$ cat src/rtl/rtc_pkg.sv
package rtc_pkg;
  localparam int F_SEC  = 0;
  localparam int F_MIN  = 1;
  localparam int F_HR   = 2;
  localparam int F_WDAY = 3;
  localparam int F_MDAY = 4;
  localparam int F_MON  = 5;
  localparam int F_YEAR = 6;
  localparam int NFIELD = 7;

  typedef struct packed {
    logic [6:0] year;  // 0..99
    logic [3:0] mon;   // 1..12
    logic [4:0] mday;  // 1..31
    logic [2:0] wday;  // 0..6
    logic [4:0] hr;    // 0..23
    logic [5:0] min;
    logic [5:0] sec;
  } tm_t;

  function automatic logic [7:0] enc8(input logic [6:0] v, input logic bin);
    logic [6:0] t;
    logic [6:0] o;
    t = v / 7'd10;
    o = v - t * 7'd10;
    return bin ? {1'b0, v} : {t[3:0], o[3:0]};
  endfunction

  function automatic logic [7:0] dec8(input logic [7:0] r, input logic bin);
    return bin ? r : (8'({4'd0, r[7:4]}) * 8'd10 + 8'({4'd0, r[3:0]}));
  endfunction

  function automatic logic [7:0] enc_hr(input logic [4:0] h, input logic bin, input logic h24);
    logic [4:0] h12;
    h12 = (h >= 5'd12) ? h - 5'd12 : h;
    if (h24) return enc8({2'b0, h}, bin);
    return {h >= 5'd12, 7'(enc8({2'b0, h12}, bin))};
  endfunction

  function automatic logic [4:0] dec_hr(input logic [7:0] r, input logic bin, input logic h24);
    logic [7:0] d;
    if (h24) return 5'(dec8(r, bin));
    d = dec8({1'b0, r[6:0]}, bin);
    return 5'(d + (r[7] ? 8'd12 : 8'd0));
  endfunction

  function automatic logic [4:0] month_days(input logic [3:0] mon, input logic leap);
    case (mon)
      4'd2:                      return leap ? 5'd29 : 5'd28;
      4'd4, 4'd6, 4'd9, 4'd11:   return 5'd30;
      default:                   return 5'd31;
    endcase
  endfunction

  function automatic tm_t regs_to_tm(input logic [NFIELD-1:0][7:0] r,
                                     input logic bin, input logic h24);
    tm_t t;
    logic [7:0] w;
    t.sec  = 6'(dec8(r[F_SEC], bin));
    t.min  = 6'(dec8(r[F_MIN], bin));
    t.hr   = dec_hr(r[F_HR], bin, h24);
    w      = dec8(r[F_WDAY], bin) - 8'd1;
    t.wday = w[2:0];
    t.mday = 5'(dec8(r[F_MDAY], bin));
    t.mon  = 4'(dec8(r[F_MON], bin));
    t.year = 7'(dec8(r[F_YEAR], bin));
    return t;
  endfunction
endpackage

$ cat src/rtl/rtc_time_core.sv
module rtc_time_core
  import rtc_pkg::*;
#(
  parameter int BASE_YEAR = 2000
) (
  input  logic clk_i,
  input  logic rst_ni,
  input  logic step_i,
  input  logic load_i,
  input  tm_t  load_tm_i,
  output tm_t  tm_o
);
  localparam bit BASE_400 = (BASE_YEAR % 400) == 0;

  tm_t tm_q, tm_n;
  logic leap;
  logic [4:0] dim;

  assign leap = (tm_q.year[1:0] == 2'd0) && ((tm_q.year != 7'd0) || BASE_400);
  assign dim  = month_days(tm_q.mon, leap);

  always_comb begin
    tm_n = tm_q;
    if (tm_q.sec != 6'd59) tm_n.sec = tm_q.sec + 6'd1;
    else begin
      tm_n.sec = '0;
      if (tm_q.min != 6'd59) tm_n.min = tm_q.min + 6'd1;
      else begin
        tm_n.min = '0;
        if (tm_q.hr != 5'd23) tm_n.hr = tm_q.hr + 5'd1;
        else begin
          tm_n.hr   = '0;
          tm_n.wday = (tm_q.wday >= 3'd6) ? 3'd0 : tm_q.wday + 3'd1;
          if (tm_q.mday < dim) tm_n.mday = tm_q.mday + 5'd1;
          else begin
            tm_n.mday = 5'd1;
            if (tm_q.mon < 4'd12) tm_n.mon = tm_q.mon + 4'd1;
            else begin
              tm_n.mon  = 4'd1;
              tm_n.year = (tm_q.year >= 7'd99) ? 7'd0 : tm_q.year + 7'd1;
            end
          end
        end
      end
    end
  end

  always_ff @(posedge clk_i or negedge rst_ni) begin
    if (!rst_ni) tm_q <= '{year: 7'd0, mon: 4'd1, mday: 5'd1, wday: 3'd0,
                           hr: 5'd0, min: 6'd0, sec: 6'd0};
    else if (load_i) tm_q <= load_tm_i;
    else if (step_i) tm_q <= tm_n;
  end

  assign tm_o = tm_q;

  assert_sec_carry_R2: assert property (@(posedge clk_i) disable iff (!rst_ni)
    (step_i && !load_i && tm_q.sec == 6'd59) |=> (tm_q.sec == 6'd0 && tm_q.min != $past(tm_q.min)));

  assert_sec_inc_R2: assert property (@(posedge clk_i) disable iff (!rst_ni)
    (step_i && !load_i && tm_q.sec < 6'd59) |=> (tm_q.sec == $past(tm_q.sec) + 6'd1));

  assert_wday_wrap_R3: assert property (@(posedge clk_i) disable iff (!rst_ni)
    (step_i && !load_i && tm_q.sec == 6'd59 && tm_q.min == 6'd59 && tm_q.hr == 5'd23
     && tm_q.wday == 3'd6) |=> (tm_q.wday == 3'd0));
endmodule

$ cat src/rtl/rtc_fmt.sv
module rtc_fmt
  import rtc_pkg::*;
(
  input  tm_t                     tm_i,
  input  logic                    bin_i,
  input  logic                    h24_i,
  output logic [NFIELD-1:0][7:0]  regs_o
);
  logic [NFIELD-1:0][6:0] val;

  assign val[F_SEC]  = {1'b0, tm_i.sec};
  assign val[F_MIN]  = {1'b0, tm_i.min};
  assign val[F_HR]   = {2'b0, tm_i.hr};
  assign val[F_WDAY] = {4'b0, tm_i.wday} + 7'd1;
  assign val[F_MDAY] = {2'b0, tm_i.mday};
  assign val[F_MON]  = {3'b0, tm_i.mon};
  assign val[F_YEAR] = tm_i.year;

  for (genvar i = 0; i < NFIELD; i++) begin : g_enc
    if (i == F_HR) begin : g_hr
      assign regs_o[i] = enc_hr(tm_i.hr, bin_i, h24_i);
    end else begin : g_plain
      assign regs_o[i] = enc8(val[i], bin_i);
    end
  end
endmodule

$ cat src/rtl/rtc_alarm.sv
module rtc_alarm
  import rtc_pkg::*;
(
  input  tm_t             tm_i,
  input  logic [2:0][7:0] alarm_i,   // 0 sec, 1 min, 2 hr
  input  logic            bin_i,
  input  logic            h24_i,
  output logic            match_o
);
  logic [2:0][7:0] cur;
  logic [2:0]      hit;

  assign cur[0] = {2'b0, tm_i.sec};
  assign cur[1] = {2'b0, tm_i.min};
  assign cur[2] = {3'b0, tm_i.hr};

  for (genvar i = 0; i < 3; i++) begin : g_fld
    logic [7:0] want;
    if (i == 2) begin : g_hr
      assign want = {3'b0, dec_hr(alarm_i[i], bin_i, h24_i)};
    end else begin : g_ms
      assign want = dec8(alarm_i[i], bin_i);
    end
    assign hit[i] = (alarm_i[i][7:6] == 2'b11) || (want == cur[i]);
  end

  assign match_o = &hit;
endmodule

$ cat src/rtl/rtc_calendar.sv
module rtc_calendar
  import rtc_pkg::*;
#(
  parameter int BASE_YEAR = 2000,
  parameter int UIP_DLY   = 8
) (
  input  logic       clk_i,
  input  logic       rst_ni,
  input  logic       tick_i,
  input  logic [2:0] osc_i,
  input  logic       bin_mode_i,
  input  logic       hr24_i,
  input  logic       set_i,
  input  logic       alarm_en_i,
  input  logic       upd_irq_en_i,
  input  logic [7:0] alarm_sec_i,
  input  logic [7:0] alarm_min_i,
  input  logic [7:0] alarm_hr_i,
  input  logic       load_i,
  input  logic [7:0] load_sec_i,
  input  logic [7:0] load_min_i,
  input  logic [7:0] load_hr_i,
  input  logic [7:0] load_wday_i,
  input  logic [7:0] load_mday_i,
  input  logic [7:0] load_mon_i,
  input  logic [7:0] load_year_i,
  input  logic       flag_clr_i,
  output logic [7:0] sec_o,
  output logic [7:0] min_o,
  output logic [7:0] hr_o,
  output logic [7:0] wday_o,
  output logic [7:0] mday_o,
  output logic [7:0] mon_o,
  output logic [7:0] year_o,
  output logic       uip_o,
  output logic [7:0] flags_o,
  output logic       irq_o
);
  localparam int          CW      = $clog2(UIP_DLY + 1);
  localparam logic [2:0]  OSC_RUN = 3'b010;

  logic [NFIELD-1:0][7:0] vis_q, enc, ld;
  tm_t        tm, ld_tm;
  logic       busy_q, uip_q, sync_q, set_q;
  logic [CW-1:0] cnt_q;
  logic       tick_run, step, end_ev, alarm_hit, afire;
  logic [7:0] flags_q, flags_new;

  assign ld[F_SEC]  = load_sec_i;
  assign ld[F_MIN]  = load_min_i;
  assign ld[F_HR]   = load_hr_i;
  assign ld[F_WDAY] = load_wday_i;
  assign ld[F_MDAY] = load_mday_i;
  assign ld[F_MON]  = load_mon_i;
  assign ld[F_YEAR] = load_year_i;

  assign tick_run = tick_i && (osc_i == OSC_RUN);
  assign step     = tick_run && !busy_q;
  assign end_ev   = busy_q && (cnt_q == '0);
  assign ld_tm    = regs_to_tm(vis_q, bin_mode_i, hr24_i);

  rtc_time_core #(.BASE_YEAR(BASE_YEAR)) i_core (
    .clk_i, .rst_ni, .step_i(step), .load_i(sync_q), .load_tm_i(ld_tm), .tm_o(tm)
  );

  rtc_fmt i_fmt (.tm_i(tm), .bin_i(bin_mode_i), .h24_i(hr24_i), .regs_o(enc));

  rtc_alarm i_alarm (
    .tm_i(tm), .alarm_i({alarm_hr_i, alarm_min_i, alarm_sec_i}),
    .bin_i(bin_mode_i), .h24_i(hr24_i), .match_o(alarm_hit)
  );

  assign afire     = end_ev && alarm_en_i && alarm_hit;
  assign flags_new = end_ev ? {(upd_irq_en_i || afire), 1'b0, afire, 1'b1, 4'b0} : 8'h00;

  // update window sequencer
  always_ff @(posedge clk_i or negedge rst_ni) begin
    if (!rst_ni) begin
      busy_q <= 1'b0;
      uip_q  <= 1'b0;
      cnt_q  <= '0;
    end else if (step) begin
      busy_q <= 1'b1;
      uip_q  <= !set_i;
      cnt_q  <= CW'(UIP_DLY - 1);
    end else if (end_ev) begin
      busy_q <= 1'b0;
      uip_q  <= 1'b0;
    end else if (busy_q) begin
      cnt_q  <= cnt_q - 1'b1;
    end
  end

  always_ff @(posedge clk_i or negedge rst_ni) begin
    if (!rst_ni) begin
      set_q  <= 1'b0;
      sync_q <= 1'b0;
    end else begin
      set_q  <= set_i;
      sync_q <= !set_i && (load_i || set_q);
    end
  end

  always_ff @(posedge clk_i or negedge rst_ni) begin
    if (!rst_ni) begin
      vis_q <= '0;
      vis_q[F_WDAY] <= 8'h01;
      vis_q[F_MDAY] <= 8'h01;
      vis_q[F_MON]  <= 8'h01;
    end else if (load_i) begin
      vis_q <= ld;
    end else if (end_ev && !set_i) begin
      vis_q <= enc;
    end
  end

  always_ff @(posedge clk_i or negedge rst_ni) begin
    if (!rst_ni) flags_q <= '0;
    else         flags_q <= (flag_clr_i ? 8'h00 : flags_q) | flags_new;
  end

  assign sec_o   = vis_q[F_SEC];
  assign min_o   = vis_q[F_MIN];
  assign hr_o    = vis_q[F_HR];
  assign wday_o  = vis_q[F_WDAY];
  assign mday_o  = vis_q[F_MDAY];
  assign mon_o   = vis_q[F_MON];
  assign year_o  = vis_q[F_YEAR];
  assign uip_o   = uip_q;
  assign flags_o = flags_q;
  assign irq_o   = flags_q[7];

  assert_stopped_no_step_R1: assert property (@(posedge clk_i) disable iff (!rst_ni)
    (tick_i && osc_i != OSC_RUN && !busy_q && !sync_q) |=> $stable(tm));

  assert_uip_start_R6: assert property (@(posedge clk_i) disable iff (!rst_ni)
    $rose(uip_o) |-> ($past(tick_i) && $past(osc_i) == OSC_RUN && !$past(set_i)));

  assert_uf_at_end_R6: assert property (@(posedge clk_i) disable iff (!rst_ni)
    $rose(flags_o[4]) |-> $past(end_ev));

  assert_irq_gate_R7: assert property (@(posedge clk_i) disable iff (!rst_ni)
    $rose(irq_o) |-> ($past(upd_irq_en_i) || $past(alarm_en_i)));

  assert_af_needs_aie_R8: assert property (@(posedge clk_i) disable iff (!rst_ni)
    $rose(flags_o[5]) |-> ($past(alarm_en_i) && $past(alarm_hit)));

  assert_set_freeze_R9: assert property (@(posedge clk_i) disable iff (!rst_ni)
    (set_i && !load_i) |=> $stable(sec_o));

  assert_uip_len_R6: assert property (@(posedge clk_i) disable iff (!rst_ni)
    uip_o |-> busy_q);
endmodule

$ cat config.mk
export PLATFORM = sky130hd
export DESIGN_NAME = rtc_calendar
export DESIGN_NICKNAME = d
export VERILOG_FILES = /design/src/rtl/rtc_pkg.sv /design/src/rtl/rtc_time_core.sv /design/src/rtl/rtc_fmt.sv /design/src/rtl/rtc_alarm.sv /design/src/rtl/rtc_calendar.sv
export SDC_FILE = /design/constraint.sdc
export NUM_CORES = 1
export LEC_CHECK = 0
export ABC_AREA = 1
export BUFFER_PORTS_ARGS = -buffer_cell sky130_fd_sc_hd__buf_4
export CAP_MARGIN = 10
export CORE_UTILIZATION = 55
export DETAILED_ROUTE_END_ITERATION = 8
export GPL_ROUTABILITY_DRIVEN = 0
export PLACE_DENSITY = 0.78
export REMOVE_ABC_BUFFERS = 1
export SYNTH_ARGS = -nofsm -noshare
export SYNTH_HDL_FRONTEND = slang
export SYNTH_SLANG_ARGS = --single-unit
$ cat constraint.sdc
create_clock -name clk_i -period 8.3 [get_ports clk_i]
set_clock_uncertainty 0.1 [all_clocks]
set_input_delay 0.83 -clock clk_i [delete_from_list [all_inputs] [get_ports clk_i]]
set_output_delay 0.83 -clock clk_i [all_outputs]
set_load 0.03 [all_outputs]
==> flow_summary.yaml, run 1 <==
clocking:
  cts_inserted_buffers: 9
  tritoncts: "done"
  path_clk_slew_ps: 70
  clock_path_buffers: 2
  htree_levels: 3
  cts-root-buf: "clkbuf_16"
  cts_resized: 0
  holdBufCountCts: 0
  worstSkewPairLatency_ps: 360
  cts_sinks: 103
  cts_setup_buffers: 0
setup_path:
  cp.arrival_ps: 4290
  start_kind: "primary input"
  crit_required_ps: 8450
  crit_top_cell: "nand2_1"
  crit_slowest_cell: "clkinv_1"
  cp_max_fo: 74
  cp_cell_sequence: "buf_4, clkinv_1, o21ai_0, fa_1, or2_2, o21ai_0, nand2_1, nand2_1, nor2_1, nand3_1, nand2_1, nand2_1, nand2_1, nand2_1, nand2_1"
  end_kind: "register"
  max_stage_delay_ps: 840
  crit_type: "in2reg"
drt:
  wl_per_cell_um: 15.74
  first_pass_iters: 5
  drtIter0Drc: 627
  wl_mm: 25.80
  ant_nets: 0
  route.detailed.drc: 0
  routed_via_density: 5.704
  vias: 9349
die:
  fp.dieH_um: 132.9
  core_region_area_um2: 16640
  io_pins: 159
  die_x_um: 132.9
  rows: 47
  initial_core_util_pct: 56.62
  fp.dieArea_um2: 17660
power:
  powerDensity_nw_per_um2: 306.9
  cellLeakagePower_nw: 5.573
  p_total_w: 0.003366
  peakVddDrop_mv: 0.1879
timing:
  tightest_slew_ps: 1076
  max_freq_ghz: 0.2419
  min_period_ps: 4134
  slew_viol_final: 0
  layout_setup_ws_ps: 4166
  finalSetupViolations: 0
  rsz0062_at_grt: "false"
  finalHoldViolations: 0
  slew_headroom_pct: 28.03
  final.setup.tns_ps: 0
  post-route-period-util_pct: 49.81
grt:
  grt_max_degree: 75
  grtUsageTotal_pct: 30.20
  first_global_vias: 8679
  antenna_found_initial: 0
  grt_pass1_wl_mm: 42.88
  grt_overflow_total: 0
logic_synthesis:
  synthesis.area_um2: 9423
  synthTopCellsByArea: "dfrtp_1 26%, ha_1 13%, nand2_1 12%"
  async_flop_share_pct: 100.0
  yosysTopAreaCellShare_pct: 26.03
  synth_edf_count: 0
  synth_commonest_cells: "289 x nand2_1, 156 x inv_1, 100 x nor2_1, 98 x dfrtp_1, 95 x ha_1"
  yosys.cell_types.count: 55
  synth.largest_area_cell: "dfrtp_1"
  yosysMostFrequentCell: "nand2_1"
  synthCells: 1293
  dominantRegCellSynth: "dfrtp_1"
  synth_seq_area_share_pct: 27.42
  post_synth.cell_area_avg_um2: 7.288
  yosysWarnings: 0
  synth.ff_latch_count: 103
cells_and_area:
  final_util_pct: 65.90
  nNetsFinal: 1622
  antenna_cells: 0
  nFillCells: 1511
  drive_above_1_share_pct: 14.73
  fin_cells: 1639
  areaGrowthSynthToFinish_pct: 16.40
outcome:
  status: "finished clean"
flow_run:
  maxCapViolations: 0
placement:
  place_hpwl_mm: 18.61
  dp_cells: 1623
  dp_slack_ps: 3789
  portBuffers: 153
worst_hold_path:
  hold_class: "in2async"
-- report_power, final --
group          switching [W]  internal, W  total [W]
clock               0.000205     0.000281   0.000487
combinational        0.00123     0.000769    0.00199
sequential          0.000230     0.000654   0.000885
-- final timing paths --
| path | start | to | slack (ps) | cells past startpoint |
|---|---|---|---|---|
| setup / recovery | bin_mode_i | flags_o[7] | 4170 | 15 |
| hold / removal | rst_ni | sec_o[6] | 360 | 1 |
| setup reg to reg | i_core.tm_o[13] | hr_o[2] | 4240 | 22 |
| hold reg to reg | flags_o[4] | flags_o[4] | 390 | 2 |
| max in group asynchronous | rst_ni | i_core.tm_o[28] | 6480 | 2 |
| min in group clk_i | flags_o[4] | flags_o[4] | 390 | 2 |
-- metrics by stage --
step / hold WS [ps] / area (um^2)
finish: 359.2 / 10970
global route: 396.8 / 10970
CTS: 376.4 / 10970
detailed placement: 362.4 / 10640
global placement: 366.4 / 10640
floorplan: 336.7 / 9183
-- cell families (layout without fill, tap and decap cells) --
logic type | count (synthesis) | in the layout | share of synthesized area (%)
AOI/OAI and AO/OA | 289 | 289 | 18.36
xor gates and xnor gates | 45 | 45 | 4.183
adders and majority gates | 115 | 115 | 16.86
buffers and inverters | 219 | 341 | 9.481
DFF | 103 | 103 | 27.42
muxes | 2 | 2 | 0.2125
other | 1 | 5 | 0.03980
and+or+nand+nor | 519 | 519 | 23.44
-- cells in the final DEF (no fill, tap or decap), types with 4 or more instances in the layout --
cell type	Yosys	routed
nand2_1	289	289
buf_4	7	157
inv_1	156	156
nor2_1	100	100
dfrtp_1	98	98
ha_1	95	95
o21ai_0	93	93
nand3_1	85	85
a21oi_1	76	76
xor2_1	24	24
o22ai_1	24	24
xnor2_1	21	21
o211ai_1	21	21
fa_1	20	20
nand4_1	14	14
o221ai_1	12	12
a31oi_1	11	11
a22oi_1	10	10
a22o_1	9	9
clkbuf_16	0	9
or2_2	7	7
nor3_1	7	7
o21ai_1	7	7
inv_2	6	6
conb_1	1	5
dfstp_2	5	5
o21bai_1	4	4
clkinv_1	4	4
a211oi_1	4	4
-- sequential cells by signal, summed over array words and instances, names as in the netlist, 3 cells and up --
signal and flops:
flags_o 3, mday_o 8, hr_o 8, min_o 8
sec_o 8, mon_o 8, i_core.tm_o 36, year_o 8
cnt_q 4, wday_o 8
-- worst max-delay path: cells and delay by family --
family                     cells  cell delay (ps)
buffers and inverters          2             1420
and+or+nand+nor               10              840
AOI/OAI and AO/OA              2              680
adders and majority gates      1              480
-- final cells by class --
class                   count  area, um^2  area share [%]
flip-flops and latches    103        2584           23.56
inverters                 168       638.1           5.818
repair buffers            157        1179           10.75
clock inverters             5       78.83          0.7187
clock buffers              11       252.7           2.304
multi-input cells         975        5961           54.35
well taps                 220       275.3           2.510
-- layer usage --
layer | track usage (%) | vias up | routed length [um]
li1 | - | 4558 | -
met1 | 41.43 | 4365 | 11470
met2 | 48.25 | 366 | 11770
met3 | 3.755 | 60 | 1730
met4 | 12.32 | 0 | 822
met5 | 0 | - | 0
(Power assumes the default switching activity.)
==> inputs of run 2 (changes only) <==
Clock period 8.3 ns to 4.1 ns, I/O delays scaled along.
==> flow_summary.yaml, run 2 (synthesis results as in run 1) <==
outcome:
  status: "finished, violations left"
  violations: "hold timing"
power:
  swShare_pct: 49.33
  powerDensity_nw_per_um2: 619.5
  p_int_w: 0.003458
  combPwrFrac_pct: 60.1
  cellLeakagePower_nw: 5.592
  peakVddDrop_mv: 0.3364
  switching_power_w: 0.003367
  p_seq_share_pct: 25.9
  pwr-share-clk_pct: 14.0
placement:
  portBuffers: 153
  place_hpwl_mm: 19.18
grt:
  first_global_vias: 8653
  grt_pass1_wl_mm: 42.64
  grt_max_degree: 51
  grt_overflow_total: 0
  grtUsageTotal_pct: 30.22
  antenna_found_initial: 0
cells_and_area:
  mostFrequentLayoutCells: "288 x nand2_1, 164 x buf_4, 156 x inv_1"
  areaGrowthSynthToFinish_pct: 16.93
  seqCellArea_um2: 2584
  drive_above_1_share_pct: 15.22
  nFillCells: 1524
  antenna_cells: 0
  nNetsFinal: 1629
  final_util_pct: 66.21
  largest_reg_flops: 36
  multi_input_area_um2: 5968
  final_common_cell: "nand2_1"
drt:
  vias: 9306
  wl_mm: 26.22
  route.detailed.drc: 0
  ant_nets: 0
  first_pass_iters: 5
  drtIter0Drc: 573
  wl_per_cell_um: 15.93
  routed_via_density: 5.654
clocking:
  cts_sinks: 103
  htree_levels: 3
  path_clk_slew_ps: 70
  cts_inserted_buffers: 9
  cts_setup_buffers: 0
  worstSkewPairLatency_ps: 360
  tritoncts: "done"
  clock_path_buffers: 2
  cts-root-buf: "clkbuf_16"
timing:
  max_freq_ghz: 0.2664
  post-route-period-util_pct: 91.56
  final.setup.tns_ps: 0
  finalSetupViolations: 0
  min_period_ps: 3754
  finalHoldViolations: 20
  slew_headroom_pct: 48.12
  whs_ps: -9.755
  rsz0062_at_grt: "false"
  tightest_slew_ps: 777.1
  slew_viol_final: 0
setup_path:
  max_stage_delay_ps: 490
  rrSetupSlack_ps: 350
  cp_max_fo: 5
  r2r_start: "i_core.tm_o[12]"
  end_kind: "register"
  crit_required_ps: 4220
  r2r_end: "hr_o[2]"
  rr_worst_depth: 22
  crit_top_cell: "nand2_1"
  cp_cell_sequence: "inv_1, ha_1, nand2_1, nand3_2, nand2_1, nand2_1, nand2_1, ha_1, inv_1, nand2_2, inv_1, ha_1, nand3_1, nand2_1, nand3_2, ha_1, fa_1, a21oi_1, o21ai_0, nand3_1, o211ai_1, o21ai_0"
  crit_type: "reg2reg"
  cp.arrival_ps: 3880
  start_kind: "register"
  crit_slowest_cell: "fa_1"
die:
  io_pins: 159
  die_x_um: 132.9
  rows: 47
  fp.dieH_um: 132.9
  initial_core_util_pct: 56.62
  fp.dieArea_um2: 17660
  core_region_area_um2: 16640
flow_run:
  maxCapViolations: 0
worst_hold_path:
  hold_class: "in2async"
==> run 2: repair_timing <==
item / in CTS / in global routing
endpoints found under the hold margin: 0 / 0
hold buffers: 0 / 0
setup endpoints to repair: 0 / 2
resized for setup: 0 / 2
==> run 2: power by group through the flow <==
stage / Clock [W] / Sequential [W] / Combinational, W
global placement: 0 / 0.00176 / 0.00393
floorplan: 0 / 0.00191 / 0.00277
finish: 0.000953 / 0.00177 / 0.00410
global route: 0.00100 / 0.00182 / 0.00469
CTS: 0.000967 / 0.00176 / 0.00409
detailed placement: 0 / 0.00177 / 0.00404
==> run 2: worst max-delay path, delay by kind of cell, from the launching register on <==
kind            cells  cell delay [ps]
compound gates      4              360
fa+ha+maj           5             1420
buf+inv             3              250
flops               1              400
simple gates       10             1090
==> run 2: layer usage <==
layer,share of wire (%),global-route usage [%]
met1,45,40.50
met2,47,49.77
met3,6.0,5.479
met4,1.8,8.685
met5,0,0
==> run 2: area by class of cell <==
type	instances	area share, %
inverters	168	5.791
clock inverters	6	0.8403
well taps	220	2.498
clock buffers	10	2.078
repair buffers	164	11.17
flip-flops and latches	103	23.45
multi-input cells	975	54.17
==> run 2: how the worst max path moves through the flow <==
stage	from	end	slack, ps	cells after the start
after floorplan	i_core.tm_o[14]	hr_o[2]	540	21
after global placement	i_core.tm_o[12]	hr_o[2]	490	22
after detailed placement	i_core.tm_o[12]	hr_o[2]	300	22
after CTS	i_core.tm_o[12]	hr_o[2]	270	22
after global routing	i_core.tm_o[12]	hr_o[3]	30	25
final	i_core.tm_o[12]	hr_o[2]	350	22
==> run 2: metrics by stage <==
stage	instance area (um^2)	setup WS, ps	hold WS [ps]	total power, W	std cells
detailed placement	10690	303.2	369.7	0.005815	1630
floorplan	9183	543.3	14.41	0.004675	1246
finish	11020	345.8	-9.755	0.006825	1646
global placement	10690	492.5	347.7	0.005688	1630
CTS	11010	272.3	6.369	0.006809	1646
global route	11020	34.16	35.97	0.007511	1646
